<file path="src/rtl/acr_pkg.sv">
// Shared constants and the select-to-multiple decode for the audio
// master-clock regenerator. Assumes a 3-bit select and multiples of 1..4.
package acr_pkg;
    localparam int ACR_SEL_W = 3;
    localparam int ACR_K_W   = 3;

    // Map the fs select code to the per-clock multiple (unused codes -> 1).
    function automatic logic [ACR_K_W-1:0] mult_of_sel(input logic [ACR_SEL_W-1:0] sel);
        case (sel)
            3'b001:  mult_of_sel = 3'd2;
            3'b010:  mult_of_sel = 3'd3;
            3'b011:  mult_of_sel = 3'd4;
            default: mult_of_sel = 3'd1;
        endcase
    endfunction
endpackage

</file>
<file path="src/rtl/acr_ratio_regs.sv">
// Holds the N/CTS pair. Both words are captured together on the load
// strobe so the accumulator never sees a mixed pair.
// Assumes the load strobe is synchronous to clk.
module acr_ratio_regs #(
    parameter int N_W   = 20,
    parameter int CTS_W = 20
) (
    input  logic             clk,
    input  logic             rst_n,
    input  logic             ld_i,
    input  logic [N_W-1:0]   n_i,
    input  logic [CTS_W-1:0] cts_i,
    output logic [N_W-1:0]   n_o,
    output logic [CTS_W-1:0] cts_o
);
    // Capture register for the ratio pair.
    always_ff @(posedge clk) begin
        if (!rst_n) begin
            n_o   <= '0;
            cts_o <= '0;
        end else if (ld_i) begin
            n_o   <= n_i;
            cts_o <= cts_i;
        end
    end

    assert_pair_capture_R2: assert property (@(posedge clk) disable iff (!rst_n)
        ld_i |=> (n_o == $past(n_i)) && (cts_o == $past(cts_i)));

    assert_pair_hold_R2: assert property (@(posedge clk) disable iff (!rst_n)
        !ld_i |=> $stable(n_o) && $stable(cts_o));
endmodule

</file>
<file path="src/rtl/acr_step_gen.sv">
// Forms the per-clock phase increment N*k from the stored numerator and
// the fs select. Purely combinational; assumes k never exceeds 4.
module acr_step_gen
    import acr_pkg::*;
#(
    parameter int N_W = 20,
    localparam int STEP_W = N_W + ACR_K_W
) (
    input  logic [N_W-1:0]       n_i,
    input  logic [ACR_SEL_W-1:0] sel_i,
    output logic [STEP_W-1:0]    step_o
);
    logic [ACR_K_W-1:0] mult;

    // Decode the multiple and scale the numerator by it.
    always_comb begin
        mult   = mult_of_sel(sel_i);
        step_o = STEP_W'(n_i) * STEP_W'(mult);
    end
endmodule

</file>
<file path="src/rtl/acr_phase_acc.sv">
// Fractional phase accumulator. Adds the step each clock. When the sum
// reaches CTS it takes CTS off once and raises a one-cycle pulse. If one
// subtraction is not enough (step >= CTS, or CTS shrank on a reload), the
// phase restarts at zero so it stays bounded. CTS of zero freezes the phase
// and keeps the pulse low.
module acr_phase_acc #(
    parameter int CTS_W  = 20,
    parameter int STEP_W = 23,
    localparam int SUM_W = ((STEP_W > CTS_W) ? STEP_W : CTS_W) + 1
) (
    input  logic              clk,
    input  logic              rst_n,
    input  logic [CTS_W-1:0]  cts_i,
    input  logic [STEP_W-1:0] step_i,
    output logic              pulse_o
);
    logic [CTS_W-1:0] acc_q, acc_d;
    logic [SUM_W-1:0] sum, rem, cts_ext;
    logic             hit;

    // Next-phase computation with a single wrap per clock.
    always_comb begin
        cts_ext = SUM_W'(cts_i);
        sum     = SUM_W'(acc_q) + SUM_W'(step_i);
        rem     = sum - cts_ext;
        hit     = (cts_i != '0) && (sum >= cts_ext);
        acc_d   = acc_q;
        if (cts_i != '0) begin
            if (!hit)
                acc_d = CTS_W'(sum);
            else if (rem >= cts_ext)
                acc_d = '0;
            else
                acc_d = CTS_W'(rem);
        end
    end

    // Phase and pulse registers.
    always_ff @(posedge clk) begin
        if (!rst_n) begin
            acc_q   <= '0;
            pulse_o <= 1'b0;
        end else begin
            acc_q   <= acc_d;
            pulse_o <= hit;
        end
    end

    assert_silent_zero_cts_R6: assert property (@(posedge clk) disable iff (!rst_n)
        (cts_i == '0) |=> !pulse_o);

    assert_overrun_every_cycle_R8: assert property (@(posedge clk) disable iff (!rst_n)
        ((cts_i != '0) && (SUM_W'(step_i) >= SUM_W'(cts_i))) |=> pulse_o);

    assert_phase_bounded_R8: assert property (@(posedge clk) disable iff (!rst_n)
        (cts_i != '0) |=> (acc_q < $past(cts_i)));

    assert_reset_clears_R1: assert property (@(posedge clk)
        !rst_n |=> !pulse_o && (acc_q == '0));
endmodule

</file>
<file path="src/rtl/acr_clock_regen.sv">
// Audio master-clock enable regenerator: ratio registers, step generator
// and phase accumulator in series. The output is one registered pulse per
// regenerated master-clock period, in the clk domain.
// Assumes fs_sel is synchronous to clk.
module acr_clock_regen
    import acr_pkg::*;
#(
    parameter int N_W   = 20,
    parameter int CTS_W = 20
) (
    input  logic                 clk,
    input  logic                 rst_n,
    input  logic                 ratio_load,
    input  logic [N_W-1:0]       ratio_n,
    input  logic [CTS_W-1:0]     ratio_cts,
    input  logic [ACR_SEL_W-1:0] fs_sel,
    output logic                 mclk_en
);
    localparam int STEP_W = N_W + ACR_K_W;

    logic [N_W-1:0]    n_q;
    logic [CTS_W-1:0]  cts_q;
    logic [STEP_W-1:0] step;

    acr_ratio_regs #(.N_W(N_W), .CTS_W(CTS_W)) u_regs (
        .clk   (clk),
        .rst_n (rst_n),
        .ld_i  (ratio_load),
        .n_i   (ratio_n),
        .cts_i (ratio_cts),
        .n_o   (n_q),
        .cts_o (cts_q)
    );

    acr_step_gen #(.N_W(N_W)) u_step (
        .n_i    (n_q),
        .sel_i  (fs_sel),
        .step_o (step)
    );

    acr_phase_acc #(.CTS_W(CTS_W), .STEP_W(STEP_W)) u_acc (
        .clk     (clk),
        .rst_n   (rst_n),
        .cts_i   (cts_q),
        .step_i  (step),
        .pulse_o (mclk_en)
    );
endmodule

</file>
<file path="config.mk">
export PLATFORM = sky130hd
export DESIGN_NAME = acr_clock_regen
export DESIGN_NICKNAME = d
export VERILOG_FILES = /design/src/rtl/acr_pkg.sv /design/src/rtl/acr_ratio_regs.sv /design/src/rtl/acr_step_gen.sv /design/src/rtl/acr_phase_acc.sv /design/src/rtl/acr_clock_regen.sv
export SDC_FILE = /design/constraint.sdc
export NUM_CORES = 1
export LEC_CHECK = 0
export ABC_CLOCK_PERIOD_IN_PS = 7570
export BUFFER_PORTS_ARGS = -buffer_cell sky130_fd_sc_hd__buf_4
export CAP_MARGIN = 20
export CORE_UTILIZATION = 45
export DETAILED_ROUTE_END_ITERATION = 7
export PLACE_DENSITY_LB_ADDON = 0.2
export SETUP_SLACK_MARGIN = 0.2
export SYNTH_ARGS = -nofsm -noshare
export SYNTH_HDL_FRONTEND = slang
export SYNTH_HIERARCHICAL = 1
export SYNTH_SLANG_ARGS = --single-unit
</file>
<file path="constraint.sdc">
create_clock -name clk -period 7.57 [get_ports clk]
set_input_delay 0 -clock clk [delete_from_list [all_inputs] [get_ports clk]]
set_output_delay 0 -clock clk [all_outputs]
set_load 0.005 [all_outputs]
</file>
== Word-level counts from Yosys, hierarchy flattened ==
Cells that the tools add are included.
Cells by class
  multiplexer cells: 3
  magnitude comparators: 2
  eq/ne operators: 3
  reduce and logical (&&, ||, !) cells: 2
  multiply operators: 1
  $add $sub $neg: 2
Operators with widths (number)
  $ge 24x20->1: 2
  $mux 20: 2
  $add 20x23->24: 1
  $sub 24x20->24: 1
  $mul 20x3->23: 1
  $reduce_bool 20->1: 1
  $pmux 3 s3: 1
  $eq 3x2->1 const B: 2
  $eq 3x1->1 const B: 1
  $logic_and 1x1->1: 1
Word-level totals
  output and inout bits: 1
  register bits after elaboration: 61
  logic and storage cells: 17

== Depth between registers and ports, before layout ==
Gate-level depths: netlist of run 1.
  word-level depth: 8
  mapped depth: 38
  mapped depth without buffers: 37

== Modules after synthesis ==
The synthesis of run 1 kept the hierarchy.
By module, submodules not included
  acr_phase_acc: area each 3870.0 sq um, sequential area each 420.4 sq um, cells each 487, times used 1
  acr_step_gen: area each 1741.7 sq um, sequential area each 0.0 sq um, cells each 252, times used 1
  acr_ratio_regs: area each 1557.7 sq um, sequential area each 800.8 sq um, cells each 129, times used 1

== Worst setup path before layout of run 1 ==
OpenSTA, ideal clock, no wires.
  path kind: input-to-reg
  start point: in fs_sel[2]
  end point: reg u_acc.acc_q[17]
  library setup time: 122 ps
  data required time: 7448 ps
  stages: 36
  buffers on the path: 2
  arrival: 7146 ps
  slack: 302 ps
  path through: nand2b_1 > nor2_1 > clkbuf_1 > and2_1 > fa_1 > ha_1 > fa_1 > a211oi_1 > o21ai_0 > a31oi_1 > xnor2_1 > ha_1 > buf_6 > a211oi_1 > nand2_1 > o21ba_2 > or4_1 > xnor2_1 > inv_1 > ha_1 > o21a_1 > o2bb2ai_1 > a21oi_1 > a221oi_4 > o21ai_0 > a211oi_1 > nor2_1 > ha_1 > nand4_1 > or2_2 > nor3_1 > a21oi_1 > o21ai_0 > o21bai_1 > a311oi_4 > a221o_1
Between the ends
  longest elaborated chain between the ends: 8
RTL lines
  from (decl): line acr_clock_regen.sv:16  | input logic [ACR_SEL_W-1:0] fs_sel,
  $eq 3x2->1 / $eq 3x1->1 (equally long branches): line acr_pkg.sv:9  | case (sel)
  $pmux 3 s3 (*): line acr_pkg.sv:9
  $mul 20x3->23 (*): line acr_step_gen.sv:18  | step_o = STEP_W'(n_i) * STEP_W'(mult);
  via step[10]: line acr_clock_regen.sv:23  | logic [STEP_W-1:0] step;
  $add 20x23->24 (*): line acr_phase_acc.sv:24  | sum = SUM_W'(acc_q) + SUM_W'(step_i);
  $sub 24x20->24: line acr_phase_acc.sv:25  | rem = sum - cts_ext;
  $ge 24x20->1: line acr_phase_acc.sv:31  | else if (rem >= cts_ext)
  $mux 20: line acr_phase_acc.sv:31
  $mux 20 (*): line acr_phase_acc.sv:29  | if (!hit)
  to (signal assigned): line acr_phase_acc.sv:41  | acc_q <= '0;
  to (signal assigned): line acr_phase_acc.sv:44  | acc_q <= acc_d;
  to (decl): line acr_phase_acc.sv:17  | logic [CTS_W-1:0] acc_q, acc_d;
Mark *: on every way through the listed nets, which the timed path passes. The rest lies on a longest branch.
A chain may end at the register's enable or synchronous reset.

== Final worst setup path of run 1 ==
  start point: reg u_regs.n_o[0]
  end point: reg u_acc.acc_q[8]
Between the ends
  longest elaborated chain between the ends: 6
RTL lines
  from (decl): line acr_ratio_regs.sv:13  | output logic [N_W-1:0] n_o,
  from (signal assigned): line acr_ratio_regs.sv:22  | n_o <= n_i;
  $mul 20x3->23 (*): line acr_step_gen.sv:18
  via step[10]: line acr_clock_regen.sv:23
  $add 20x23->24 (*): line acr_phase_acc.sv:24
  $sub 24x20->24: line acr_phase_acc.sv:25
  $ge 24x20->1: line acr_phase_acc.sv:31
  $mux 20: line acr_phase_acc.sv:31
  $mux 20 (*): line acr_phase_acc.sv:29
Marks and branches as above.

==> run metrics, run 1 <==
largest net degree at the start of global routing 61; WS Path Type register to register; final setup vio count 0; CTS root buf clkbuf_16; slowest stage delay, CP 0.48 ns; Netlist cell types 89; CTS Sinks 61; IO Count 47; WL per Instance 15.9 um; hpwl dp 14,500 um; Buf+Inv Stages, Crit Path 5; Die H 128 um; RSZ-0062 raised after global routing no; # H-tree levels 3; flop-to-flop setup slack 0.47 ns; Min Hold Slack 0.181 ns; CTS tree done; GR Overflow Total 0; status finished, final reports clean; layout cell share with drive strength beyond 1 23.3%; reg2reg path depth 35; Final Skew 0.00880 ns; Fmax 141 MHz; Leakage 4.27 nW; global-route usage over all layers 23.4%; crit-path most repeated cell buf_4; worst skew pair latency 0.34 ns; Final Hold Fails 0; first-pass GRT wire length 30,600 um; #FFs+latches synth 61; worst slew pin tran 0.770 ns; worst hold-check path type input pin to register; Worst Hold Depth 2; Post-Synthesis Cells 868; port bufs 46; total number of vias 6,730; initial antenna violation count 0; DRC 0; Post-synth EDFFs 0; power consumption 2.41 mW; Data required, critical path 7.79 ns; Final Slew Violations 0; Largest delay share family, worst path compound AO/OA/AOI/OAI gates; RePlAce Congestion 0.888; Hold Crit Endpoint u_regs/cts_o[10]$_SDFFE_PN0P_; Max Buffers Root-to-Sink 2; post-synthesis async set-or-reset flop share 0%; area delta synth->final 29.2%; # diodes 0; Max FO, Critical Path 7; yosys warns 6; number of core rows 45; Rel. slew slack 48.3%; slowest CP cell fa_1; width of the chip 128 um; Initial Utilization 46.6%; Detailed Route Iter0 Violations 441; TNS Setup 0 ns; min cycle time layout 7.10 ns; reg2reg start u_regs/n_o[0]$_SDFFE_PN0P_; cell area after synthesis 7170 sq um; placed cells 1,144; vias in the first global route 6,280; post-synth net total 1,017; CP endpoint kind register; sequential area share after synthesis 17.0%; post-DR vias/cell 5.54; Tcrit/Tclk final 93.7%; clock-pin transition on the worst setup and hold timing paths 0.06 ns; CORE AREA 15,400 sq um; TritonCTS buffer count 9; fin cells 1,215; Final ANT Viol Nets 0; nets 1,148; Max Cap Viol 0; prevailing post-synth register cell dfxtp_1; die area 16,400 sq um; CP Data Arrival Time 7.32 ns; Critical Path Start Type register; VDD IR-drop max 169 uV; Hold Crit Start rst_n; synthesized area per cell 8.26 sq um; Detailed Route WL 19,400 um; drt first pass iters 5; PD cells 260 nW/um^2; r2r endpoint u_acc/acc_q[8]$_SDFFE_PN0P_
final cells by class:
cell class / instances / area, sq um
Inverter: 67 / 251
Fill cell: 1337 / 6110
Multi-Input combinational cell: 710 / 5970
Timing Repair Buffer: 150 / 1240
Clock inverter: 5 / 60.1
Sequential cell: 61 / 1230
Clock buffer: 11 / 243
Tap cell: 211 / 264
cell usage after synthesis, types with 9 or more instances:
library cell	count	area, sq um
xor2_1	18	158
a21oi_1	53	265
nand4_1	10	62.6
nand2_1	92	345
nor4_1	9	56.3
o21a_1	10	75.1
mux2i_1	41	410
clkbuf_1	21	78.8
o21ai_0	36	180
nand2b_1	13	81.3
a21o_1	26	195
fa_1	21	420
ha_1	82	1030
inv_1	67	251
dfxtp_1	61	1220
nor3_1	13	65.1
nor2_1	39	146
o211ai_1	10	75.1
and2_1	15	93.8
nor2b_1	42	263
xnor2_1	34	298
a211oi_1	14	105
worst max path at each step:
stage / from / cells past startpoint / to
5_1_grt: u_regs/n_o[0]$_SDFFE_PN0P_ / 35 / u_acc/acc_q[16]$_SDFFE_PN0P_
3_5_place_dp: fs_sel[0] / 36 / u_acc/acc_q[9]$_SDFFE_PN0P_
4_1_cts: u_regs/n_o[0]$_SDFFE_PN0P_ / 32 / u_acc/acc_q[17]$_SDFFE_PN0P_
6_report: u_regs/n_o[0]$_SDFFE_PN0P_ / 35 / u_acc/acc_q[8]$_SDFFE_PN0P_
3_3_place_gp: fs_sel[0] / 36 / u_acc/acc_q[15]$_SDFFE_PN0P_
2_1_floorplan: fs_sel[2] / 36 / u_acc/acc_q[17]$_SDFFE_PN0P_
what timing repair did:
item / in CTS / in global routing
setup buffers: 1 / 14
hold endpoints to repair: 40 / 0
hold buffers: 40 / 0
setup endpoints to repair: 19 / 20
resized for setup: 5 / 96
pin swaps: 5 / 39
through the flow:
stage | worst slack [ns] | util (%) | instance area (sq um)
floorplan | 0.302 | - | 7170
global placement | 0.0489 | 51.7 | 7940
detailed placement | -0.103 | 51.7 | 7940
CTS | 0.240 | 56.4 | 8680
global route | 0.104 | 60.3 | 9260
finish | 0.474 | 60.3 | 9260
registers in the layout, indices dropped and copies added (netlist names):
name and count:
u_regs/n_o 20, u_acc/pulse_o 1, u_regs/cts_o 20, u_acc/acc_q 20
kinds of logic (layout without fill, tap and decap cells):
kind of cell / Yosys count / count (layout) / synth area share, %
muxes: 41 / 41 / 5.72
DFF: 61 / 61 / 17.0
adders and majority gates: 103 / 103 / 20.2
buffers and inverters: 97 / 233 / 6.37
and+or+nand+nor: 277 / 277 / 20.4
AOI/OAI and AO/OA: 237 / 237 / 24.0
xor gates and xnor gates: 52 / 52 / 6.35
power by group:
part	total (mW)	switching, mW	internal, mW
Sequential	0.388	0.0295	0.358
Combinational	1.59	0.846	0.748
Clock	0.423	0.159	0.264
Total	2.41	1.03	1.37
placed cells by master, fill, tap and decap left out, types with 7 or more instances in the layout:
| master | n |
|---|---|
| a211oi_1 | 10 |
| a21o_1 | 26 |
| a21oi_1 | 44 |
| a21oi_2 | 10 |
| a221o_1 | 7 |
| and2_1 | 15 |
| buf_4 | 106 |
| clkbuf_16 | 9 |
| dfxtp_1 | 51 |
| dfxtp_2 | 10 |
| dlygate4sd3_1 | 40 |
| fa_1 | 20 |
| ha_1 | 69 |
| ha_4 | 8 |
| inv_1 | 66 |
| mux2i_1 | 41 |
| nand2_1 | 90 |
| nand2b_1 | 13 |
| nand3_1 | 7 |
| nand4_1 | 10 |
| nor2_1 | 37 |
| nor2b_1 | 42 |
| nor3_1 | 10 |
| o211ai_1 | 10 |
| o21a_1 | 10 |
| o21ai_0 | 30 |
| o21ai_1 | 7 |
| o22ai_1 | 7 |
| xnor2_1 | 26 |
| xnor2_2 | 7 |
| xor2_1 | 15 |
layer usage:
layer	track usage (%)	wire length, um
met5	0	0
met4	8.37	411
met3	2.50	657
met2	37.7	8700
met1	32.3	9600
worst reg2reg max path: cells and delay by family, from the launching register on:
| kind | cells | cell delay, ns |
|---|---|---|
| buf+inv | 5 | 0.71 |
| compound gates | 14 | 2.27 |
| simple gates | 7 | 1.06 |
| xor+xnor | 3 | 0.60 |
| flops | 1 | 0.33 |
| fa+ha+maj | 6 | 2.02 |
No activity file was read; power rests on OpenSTA's default activity.
==> run 2, diff against run 1 <==
--- a/config.mk
+++ b/config.mk
@@ -6,7 +6,7 @@
 export NUM_CORES = 1
 export LEC_CHECK = 0
 export ABC_CLOCK_PERIOD_IN_PS = 7570
-export BUFFER_PORTS_ARGS = -buffer_cell sky130_fd_sc_hd__buf_4
+export BUFFER_PORTS_ARGS = -buffer_cell sky130_fd_sc_hd__buf_2
 export CAP_MARGIN = 20
 export CORE_UTILIZATION = 45
 export DETAILED_ROUTE_END_ITERATION = 7
==> run metrics, run 2 (synthesized netlist as in run 1, its figures left out) <==
CTS tree done (unchanged); layout cell share with drive strength beyond 1 20.5% (was 23.3%); Max Cap Viol 0 (unchanged); crit-path most repeated cell ha_1 (was buf_4); GR Overflow Total 0 (unchanged); Detailed Route WL 19,500 um (was 19,400 um); Setup crit end u_acc/acc_q[9]$_SDFFE_PN0P_ (was u_acc/acc_q[8]$_SDFFE_PN0P_); RSZ-0062 raised after global routing yes (was no); initial antenna violation count 0 (unchanged); Final Core Density 58.2% (was 60.3%); Critical Path Start Type register (unchanged); CP Data Arrival Time 7.37 ns (was 7.32 ns); clock-pin transition on the worst setup and hold timing paths 0.06 ns (about the same); largest net degree at the start of global routing 61 (unchanged); slowest CP cell fa_1 (unchanged); Crit path depth 34 (was 35); total number of vias 6,767 (was 6,730); Die H 128 um (unchanged); Final Skew 0.00648 ns (was 0.00880 ns); largest registers u_acc/acc_q x20, u_regs/cts_o x20, u_regs/n_o x20 (unchanged); met3 WL 801 um (was 657 um); DRC 0 (unchanged); status finished, final reports clean (unchanged); most frequent cells in the layout nand2_1, ha_1, buf_4, inv_1, dfxtp_1 (was buf_4, nand2_1, ha_1, inv_1, dfxtp_1); first-pass GRT wire length 31,800 um (was 30,600 um); PD cells 269 nW/um^2 (was 260 nW/um^2); Largest delay share family, worst path compound AO/OA/AOI/OAI gates (unchanged); worst skew pair latency 0.34 ns (about the same); Leakage 4.20 nW (was 4.27 nW); Initial Utilization 46.6% (unchanged); Min Hold Slack 0.288 ns (was 0.181 ns); Max Buffers Root-to-Sink 2 (unchanged); Buf+Inv Stages, Crit Path 4 (was 5); min cycle time layout 7.14 ns (was 7.10 ns); TritonCTS buffer count 9 (unchanged); Detailed Route Iter0 Violations 460 (was 441); width of the chip 128 um (unchanged); CTS root buf clkbuf_16 (unchanged); global-route usage over all layers 24.4% (was 23.4%); Final Hold Fails 0 (unchanged); commonest non-fill, non-tap cell in the layout nand2_1 (was buf_4); WL per Instance 16.0 um (was 15.9 um); worst hold-check path type input pin to register (unchanged); Fmax 140 MHz (was 141 MHz); Max FO, Critical Path 4 (was 7); Rel. slew slack 49.5% (was 48.3%); die area 16,400 sq um (unchanged); r2r endpoint u_acc/acc_q[9]$_SDFFE_PN0P_ (was u_acc/acc_q[8]$_SDFFE_PN0P_); post-place setup slack -0.0847 ns (was -0.103 ns); flop-to-flop setup slack 0.43 ns (was 0.47 ns); Hold Crit Start rst_n (unchanged); post-DR vias/cell 5.55 (was 5.54); Final Slew Violations 0 (unchanged); crit path from u_regs/n_o[8]$_SDFFE_PN0P_ (was u_regs/n_o[0]$_SDFFE_PN0P_); worst setup margin 0.428 ns (was 0.474 ns); Data required, critical path 7.80 ns (was 7.79 ns); RePlAce Congestion 0.927 (was 0.888); reg2reg path depth 34 (was 35); port bufs 46 (unchanged); routed length on met1 9510 um (was 9600 um); final setup vio count 0 (unchanged); reg2reg start u_regs/n_o[8]$_SDFFE_PN0P_ (was u_regs/n_o[0]$_SDFFE_PN0P_); # diodes 0 (unchanged); Fillers 1,378 (was 1,337); Final ANT Viol Nets 0 (unchanged); hpwl dp 14,400 um (was 14,500 um); drt first pass iters 5 (unchanged); IO Count 47 (unchanged); met2 WL 8710 um (was 8700 um); CTS Sinks 61 (unchanged); worst slew pin tran 0.752 ns (was 0.770 ns); # H-tree levels 3 (unchanged); CP endpoint kind register (unchanged); Tcrit/Tclk final 94.3% (was 93.7%); VDD IR-drop max 147 uV (was 169 uV); placed cells 1,142 (was 1,144); fin cells 1,220 (was 1,215); CORE AREA 15,400 sq um (unchanged); area delta synth->final 24.9% (was 29.2%); vias in the first global route 6,492 (was 6,280); slowest stage delay, CP 0.53 ns (was 0.48 ns); WS Path Type register to register (unchanged); nets 1,153 (was 1,148); Top Metal Used met4 (unchanged); number of core rows 45 (unchanged)
## run 2: cell types whose count changed in the layout (fill, tap and decap cells not counted), moves of 4 or more
cell	change
dfxtp_1	+9
buf_6	-4
xnor2_1	+5
ha_4	-6
buf_2	+46
dfxtp_2	-9
a21oi_2	-4
buf_4	-37
a21oi_1	+4
ha_1	+5
xnor2_2	-4
## run 2: worst min-delay path, delay by kind of cell
family / cells / cell delay (ns)
buffers and inverters: 2 / 0.37
and+or+nand+nor: 1 / 0.21
## run 2: layout make-up
class / instances / area (sq um) / area share [%]
well taps: 211 / 264 / 2.95
clock buffers: 10 / 239 / 2.67
clock inverters: 6 / 116 / 1.30
flip-flops and latches: 61 / 1220 / 13.7
inverters: 67 / 251 / 2.81
multi-input cells: 710 / 5710 / 63.8
repair buffers: 155 / 1150 / 12.8
## run 2: what timing repair did
| item | 4_1_cts | 5_1_grt |
|---|---|---|
| pin swaps | 1 | 25 |
| gates resized for setup | 4 | 45 |
| buffers inserted | 5 | 17 |
| hold buffers | 40 | 0 |
| hold endpoints to repair | 40 | 0 |
| setup endpoints to repair | 19 | 20 |
## run 2: worst min-delay path by stage
stage,to,cells past startpoint
6_report,u_regs/cts_o[11]$_SDFFE_PN0P_,3
5_1_grt,u_regs/cts_o[13]$_SDFFE_PN0P_,3
4_1_cts,u_acc/acc_q[0]$_SDFFE_PN0P_,4
3_5_place_dp,u_regs/n_o[7]$_SDFFE_PN0P_,3
3_3_place_gp,u_regs/n_o[16]$_SDFFE_PN0P_,3
2_1_floorplan,u_regs/cts_o[0]$_SDFFE_PN0P_,2
## run 2: per-stage QoR
step           instance area [sq um]  total power [mW]  setup TNS, ns
3_3_place_gp                    7810              1.73              0
5_1_grt                         8950              2.59              0
3_5_place_dp                    7810              1.73         -0.408
2_1_floorplan                   7170              1.37              0
4_1_cts                         8620              2.29              0
6_report                        8950              2.41              0
## run 2: power breakdown
group	total [mW]	internal [mW]	leakage [nW]	switching (mW)
combinational	1.52	0.701	3.53	0.823
sequential	0.385	0.357	0.502	0.0280
clock	0.502	0.334	0.174	0.168
total	2.41	1.39	4.20	1.02
## run 2: metal layers
layer  global-route usage [%]  vias up
met5                        0        -
met4                     8.86        0
met3                     3.34       31
met2                     38.2      151
met1                     34.0     3191
li1                         -     3394
